$ cat config.mk
export PLATFORM = sky130hd
export DESIGN_NAME = sao_tx
export DESIGN_NICKNAME = d
export VERILOG_FILES = /design/src/rtl/sao_pkg.sv /design/src/rtl/sao_sync.sv /design/src/rtl/sao_framer.sv /design/src/rtl/sao_shifter.sv /design/src/rtl/sao_tx.sv
export SDC_FILE = /design/constraint.sdc
export NUM_CORES = 1
export LEC_CHECK = 0
export BUFFER_PORTS_ARGS = -buffer_cell sky130_fd_sc_hd__buf_2
export CAP_MARGIN = 10
export CORE_UTILIZATION = 30
export CTS_CLUSTER_DIAMETER = 150
export CTS_CLUSTER_SIZE = 8
export DETAILED_ROUTE_END_ITERATION = 10
export PLACE_DENSITY = 0.5
export SYNTH_ARGS = -nofsm -noshare
export SYNTH_HDL_FRONTEND = slang
export SYNTH_SLANG_ARGS = --single-unit
$ cat constraint.sdc
create_clock -name clk -period 3.8 [get_ports clk]
set_input_delay 0.38 -clock clk [delete_from_list [all_inputs] [get_ports clk]]
set_output_delay 0.38 -clock clk [all_outputs]
set_load 0.02 [all_outputs]
$ cat src/rtl/sao_pkg.sv
package sao_pkg;

   typedef enum logic {
      SAO_REF_FRAME = 1'b0,
      SAO_REF_WORD  = 1'b1
   } sao_ref_e;

   typedef struct packed {
      sao_ref_e ref_sel;
      logic     delay_en;
      logic     sample_fall;
   } sao_cfg_t;

endpackage

$ cat src/rtl/sao_sync.sv
module sao_sync #(
   parameter int WIDTH  = 3,
   parameter int STAGES = 2
) (
   input  logic             clk,
   input  logic             rst_n,
   input  logic [WIDTH-1:0] d_i,
   output logic [WIDTH-1:0] q_o
);

   if (WIDTH < 1)  begin : g_bad_width  $error("sao_sync: WIDTH must be at least 1");  end
   if (STAGES < 1) begin : g_bad_stages $error("sao_sync: STAGES must be at least 1"); end

   logic [WIDTH-1:0] chain [STAGES];

   for (genvar s = 0; s < STAGES; s++) begin : g_stage
      if (s == 0) begin : g_first
         always_ff @(posedge clk or negedge rst_n) begin
            if (!rst_n) chain[s] <= '0;
            else        chain[s] <= d_i;
         end
      end else begin : g_next
         always_ff @(posedge clk or negedge rst_n) begin
            if (!rst_n) chain[s] <= '0;
            else        chain[s] <= chain[s-1];
         end
      end
   end

   assign q_o = chain[STAGES-1];

endmodule

$ cat src/rtl/sao_framer.sv
module sao_framer
   import sao_pkg::*;
(
   input  logic     clk,
   input  logic     rst_n,
   input  sao_cfg_t cfg_i,
   input  logic     bclk_i,
   input  logic     lr_i,
   input  logic     wc_i,
   output logic     launch_o,
   output logic     load_o,
   output logic     load_left_o,
   output logic     shift_o
);

   logic bclk_q;
   logic lr_last_q;
   logic wc_last_q;
   logic pend_q;
   logic pend_left_q;
   logic start;

   // launch edge is the one opposite to the receiver's sampling edge
   always_comb begin
      if (cfg_i.sample_fall) launch_o = bclk_i & ~bclk_q;
      else                   launch_o = ~bclk_i & bclk_q;
   end

   always_comb begin
      if (cfg_i.ref_sel == SAO_REF_WORD) start = launch_o & wc_i & ~wc_last_q;
      else                               start = launch_o & (lr_i ^ lr_last_q);
   end

   always_comb begin
      load_o      = launch_o & (pend_q | (start & ~cfg_i.delay_en));
      load_left_o = pend_q ? pend_left_q : lr_i;
      shift_o     = launch_o & ~load_o;
   end

   always_ff @(posedge clk or negedge rst_n) begin
      if (!rst_n) begin
         bclk_q      <= 1'b0;
         lr_last_q   <= 1'b0;
         wc_last_q   <= 1'b0;
         pend_q      <= 1'b0;
         pend_left_q <= 1'b0;
      end else begin
         bclk_q <= bclk_i;
         if (launch_o) begin
            lr_last_q   <= lr_i;
            wc_last_q   <= wc_i;
            pend_q      <= start & cfg_i.delay_en;
            pend_left_q <= lr_i;
         end
      end
   end

   // a delayed start arms exactly one pending load for the next launch
   p_delay_pend_r5: assert property (@(posedge clk) disable iff (!rst_n)
      (start && cfg_i.delay_en) |=> (pend_q && !load_o));

   // in frame-clock mode an undelayed level change loads the matching channel at once
   p_frame_start_r3: assert property (@(posedge clk) disable iff (!rst_n)
      (cfg_i.ref_sel == SAO_REF_FRAME && !cfg_i.delay_en && !pend_q && launch_o && (lr_i != lr_last_q))
      |-> (load_o && (load_left_o == lr_i)));

endmodule

$ cat src/rtl/sao_shifter.sv
module sao_shifter #(
   parameter int WORD_W = 24
) (
   input  logic              clk,
   input  logic              rst_n,
   input  logic              load_i,
   input  logic              load_left_i,
   input  logic              shift_i,
   input  logic              mute_i,
   input  logic [WORD_W-1:0] left_word_i,
   input  logic [WORD_W-1:0] right_word_i,
   output logic              sdata_o
);

   localparam int CNT_W = $clog2(WORD_W + 2);
   localparam logic [CNT_W-1:0] CNT_FULL = CNT_W'(WORD_W);

   if (WORD_W < 2) begin : g_bad_word $error("sao_shifter: WORD_W must be at least 2"); end

   logic [WORD_W-1:0] right_hold_q;
   logic [WORD_W-1:0] sr_q;
   logic [CNT_W-1:0]  cnt_q;
   logic              mute_q;
   logic [WORD_W-1:0] next_word;

   always_comb begin
      if (load_left_i) next_word = mute_i ? '0 : left_word_i;
      else             next_word = mute_q ? '0 : right_hold_q;
   end

   always_ff @(posedge clk or negedge rst_n) begin
      if (!rst_n) begin
         right_hold_q <= '0;
         sr_q         <= '0;
         cnt_q        <= '0;
         mute_q       <= 1'b0;
         sdata_o      <= 1'b0;
      end else if (load_i) begin
         if (load_left_i) begin
            mute_q       <= mute_i;
            right_hold_q <= right_word_i;
         end
         sdata_o <= next_word[WORD_W-1];
         sr_q    <= {next_word[WORD_W-2:0], 1'b0};
         cnt_q   <= CNT_W'(1);
      end else if (shift_i) begin
         sdata_o <= sr_q[WORD_W-1];
         sr_q    <= {sr_q[WORD_W-2:0], 1'b0};
         if (cnt_q <= CNT_FULL) cnt_q <= cnt_q + CNT_W'(1);
      end
   end

   // left field opens with the MSB of the word present at the port
   p_msb_first_r1: assert property (@(posedge clk) disable iff (!rst_n)
      (load_i && load_left_i && !mute_i) |=> (sdata_o == $past(left_word_i[WORD_W-1])));

   // once the full word has gone out, further slots carry zero
   p_zero_tail_r2: assert property (@(posedge clk) disable iff (!rst_n)
      (shift_i && cnt_q >= CNT_FULL) |=> !sdata_o);

   // the data line moves only on launch slots
   p_launch_only_r6: assert property (@(posedge clk) disable iff (!rst_n)
      !(load_i || shift_i) |=> $stable(sdata_o));

   // a muted frame starts and continues with zeros
   p_mute_left_r8: assert property (@(posedge clk) disable iff (!rst_n)
      (load_i && load_left_i && mute_i) |=> !sdata_o);
   p_mute_right_r8: assert property (@(posedge clk) disable iff (!rst_n)
      (load_i && !load_left_i && mute_q) |=> !sdata_o);

endmodule

$ cat src/rtl/sao_tx.sv
module sao_tx
   import sao_pkg::*;
#(
   parameter int WORD_W      = 24,
   parameter int SYNC_STAGES = 2
) (
   input  logic              clk,
   input  logic              rst_n,
   input  logic              bclk,
   input  logic              frame_clk,
   input  logic              word_clk,
   input  logic              cfg_word_ref,
   input  logic              cfg_delay,
   input  logic              cfg_fall,
   input  logic              mute,
   input  logic [WORD_W-1:0] left_word,
   input  logic [WORD_W-1:0] right_word,
   output logic              sdata
);

   localparam int SER_W = 3;

   if (SYNC_STAGES < 1) begin : g_bad_sync $error("sao_tx: SYNC_STAGES must be at least 1"); end

   sao_cfg_t         cfg;
   logic [SER_W-1:0] ser_raw;
   logic [SER_W-1:0] ser_s;
   logic             launch;
   logic             load;
   logic             load_left;
   logic             shift;

   assign cfg.ref_sel     = cfg_word_ref ? SAO_REF_WORD : SAO_REF_FRAME;
   assign cfg.delay_en    = cfg_delay;
   assign cfg.sample_fall = cfg_fall;
   assign ser_raw         = {bclk, frame_clk, word_clk};

   sao_sync #(.WIDTH(SER_W), .STAGES(SYNC_STAGES)) u_sync (
      .clk   (clk),
      .rst_n (rst_n),
      .d_i   (ser_raw),
      .q_o   (ser_s)
   );

   sao_framer u_framer (
      .clk         (clk),
      .rst_n       (rst_n),
      .cfg_i       (cfg),
      .bclk_i      (ser_s[2]),
      .lr_i        (ser_s[1]),
      .wc_i        (ser_s[0]),
      .launch_o    (launch),
      .load_o      (load),
      .load_left_o (load_left),
      .shift_o     (shift)
   );

   sao_shifter #(.WORD_W(WORD_W)) u_shifter (
      .clk          (clk),
      .rst_n        (rst_n),
      .load_i       (load),
      .load_left_i  (load_left),
      .shift_i      (shift),
      .mute_i       (mute),
      .left_word_i  (left_word),
      .right_word_i (right_word),
      .sdata_o      (sdata)
   );

   // every data step is tied to a launch edge
   p_step_on_launch_r6: assert property (@(posedge clk) disable iff (!rst_n)
      $onehot0({load, shift}) && ((load || shift) == launch));

endmodule

==> out/metrics.csv <==
metric,value,unit
CP arrival,2.63,ns
GPL Wtd Cong,0.696,
antenna cells,0,
Final setup viols,0,
Max rail drop VDD,180,uV
unrepaired setup endpoints after global routing,false,
core area,0.0122,mm2
syn nets,461,
clk_lat worst skew,0.33,ns
Sw Share,0.303,
Fin Clk Skew,0.00598,ns
DR vias,3393,
pin count of the biggest net entering global routing,75,
vias in the first global route,3334,
WS Path Type,flop to flop,
Rows,40,
PortBufs,57,
initial antenna violation count,0,
Initial Utilization,0.311,
total CTS buffers,9,
Vias per Instance,5.62,
final wirelength,11100,um
io pins,58,
Fillers,1235,
worst-margin pin slew,1.02,ns
dpl ws,1.38,ns
die width,114,um
Layout Area Growth over Synthesis,16.6,%
reg-to-reg startpoint,u_framer.lr_last_q,
reg2reg end,u_shifter.sr_q[23],
P_leak,1.51,nW
sum of negative setup slack,0,ns
Psw,0.654,mW
DR WL/cell,18.4,um
Hold Path Class,input port to asynchronous set/reset pin,
CP Max Fanout,25,
max-slew violation count,0,
slew margin rel.,0.317,
"non-filler cells, final",604,
"Seq/Total Area, Yosys",0.390,
clock root cell,clkbuf_16,
GRT Util Overall,0.182,
die area,0.0131,mm2
DRT iter0 DRCs,442,
Period minus WS final,2.37,ns
nets,489,
"Hold Vio Cnt, Final",0,
R2R setup slack,1.43,ns
Critical Path Start,u_framer.lr_last_q,
first-pass GRT wire length,18300,um
post-synthesis async set-or-reset flop share,1.00,
DRT antenna net count,0,
FF-to-FF path depth,5,
maximum clock path buffer count,2,
height of the die,114,um
placed insts,589,
setup ws final,1.43,ns
post-synthesis instance area,0.00378,mm2
post-CTS resize count,0,
Layout Utilization,0.363,
Int Power,1.50,mW
Yosys cell types,32,
total gr overflow,0,
maxcap violations,0,
Clock power frac,0.366,
status,"complete, no violations",
CTS hold repair buffers,0,
CP startpoint kind,flop,
first-pass detailed-route iteration total,4,
Ys Warns,0,
TritonCTS clock tree,done,
PnR Total Power,2.15,mW
Worst-path clk slew,0.05,ns
Sequential Power Share,0.388,
Peak Freq,422,MHz
Critical Path Sink,u_shifter.sr_q[23],
P per Cell Area,489,mW/mm2
Most used DFF post-synth,dfrtp_1,
htree depth,3,
post-route clock period utilization,0.624,
# clock sinks,59,
layout cells sized above 1,0.259,
hpwl dp,6910,um
Syn Area/Cell,9.36,um2
synthesis-stage register bit count,59,
Gate power share,0.246,
Post-synth EDFFs,0,
Mapped Cells,404,
post-CTS setup buffers,0,
CP required,4.06,ns
Critical Path End Type,flop,
DRC viols,0,
==> routing by layer <==
layer  track usage  wire (um)  vias to the layer above
li1              -          -                     1642
met1         0.261       5300                     1673
met2         0.271       5150                       69
met3        0.0339        543                        9
met4        0.0667        124                        0
met5             0          0                        -
==> worst max-delay path: stages, from the launching register on <==
cell and delay [ns]:
dfrtp_1 0.45, xnor2_1 0.19, o311ai_2 0.24, buf_4 0.33, nand2b_1 0.74, o221a_2 0.35
==> synth_stat cells, types with 2 or more instances <==
master | number | area [um2]
nand3_1 | 25 | 125
o211ai_1 | 25 | 188
buf_1 | 4 | 15.0
nand3b_1 | 48 | 360
nand4_1 | 23 | 144
and3_1 | 20 | 125
a311oi_1 | 25 | 219
buf_4 | 2 | 15.0
or4_1 | 25 | 188
nand2_1 | 34 | 128
and2_1 | 26 | 163
o21ai_0 | 2 | 10.0
buf_2 | 8 | 40.0
dfrtp_1 | 59 | 1480
nor3b_1 | 2 | 15.0
or3b_1 | 2 | 17.5
clkbuf_1 | 31 | 116
and3_2 | 5 | 37.5
o221a_2 | 22 | 248
buf_6 | 4 | 45.0
==> power groups by stage <==
stage	combinational, mW	clock, mW	sequential [mW]
global placement	0.519	0	0.845
finish	0.530	0.790	0.835
floorplan	0.403	0	0.817
detailed placement	0.533	0	0.843
global route	0.588	0.833	0.852
CTS	0.535	0.805	0.834
==> cell type report <==
type                    instances  area [um2]  area share
multi-input cells             295        2080       0.473
well taps                     168         210      0.0477
clock inverters                 6        57.6      0.0130
flip-flops and latches         59        1480       0.335
repair buffers                 66         353      0.0800
clock buffers                   9         225      0.0511
inverters                       1        3.75    0.000851
==> state kept, by name, indices dropped and copies added, names as in the netlist <==
signal / cells
u_framer.wc_last_q: 1
u_framer.lr_last_q: 1
u_shifter.sdata_o: 1
u_sync.chain: 3
u_shifter.right_hold_q: 24
u_framer.bclk_q: 1
u_shifter.mute_q: 1
u_sync.q_o: 3
u_shifter.sr_q: 23
u_framer.pend_q: 1
==> layout by cell type, fill, tap and decap left out, types with 2 or more instances in the layout <==
| cell | n |
|---|---|
| nand2_1 | 33 |
| nand3b_1 | 48 |
| o221a_2 | 22 |
| and3_2 | 5 |
| clkinv_2 | 4 |
| dfrtp_1 | 59 |
| clkbuf_16 | 9 |
| or4_1 | 25 |
| or3b_1 | 2 |
| nand3_1 | 25 |
| nand4_1 | 23 |
| o211ai_1 | 25 |
| buf_2 | 57 |
| buf_4 | 9 |
| and2_1 | 26 |
| o21ai_0 | 2 |
| a311oi_1 | 25 |
| nor3b_1 | 2 |
| and3_1 | 20 |
==> how the worst min path moves through the flow <==
stage	startpoint	end	cells after the start
after global routing	frame_clk	u_sync.chain[4]	1
after CTS	bclk	u_sync.chain[5]	1
final	rst_n	u_sync.q_o[2]	1
after floorplan	rst_n	u_framer.bclk_q	0
after detailed placement	u_sync.chain[4]	u_sync.q_o[1]	0
after global placement	u_sync.chain[3]	u_sync.q_o[0]	0
==> cell families (layout without fill, tap and decap cells) <==
logic type,count (synthesis),in the layout,share of synthesized area
AND/OR/NAND/NOR,214,214,0.353
AO/OA/AOI/OAI,78,78,0.186
flip-flops,59,59,0.390
buffers and inverters,50,82,0.0622
multiplexers,2,2,0.00563
XOR/XNOR,1,1,0.00232
==> per-stage QoR <==
| step | hold slack, ns | area, um2 |
|---|---|---|
| 2_1_floorplan | 0.0844 | 3780 |
| 3_3_place_gp | 0.335 | 4130 |
| 3_5_place_dp | 0.336 | 4130 |
| 4_1_cts | 0.145 | 4410 |
| 5_1_grt | 0.146 | 4410 |
| 6_report | 0.124 | 4410 |
Power figures use the tool's default switching activity.
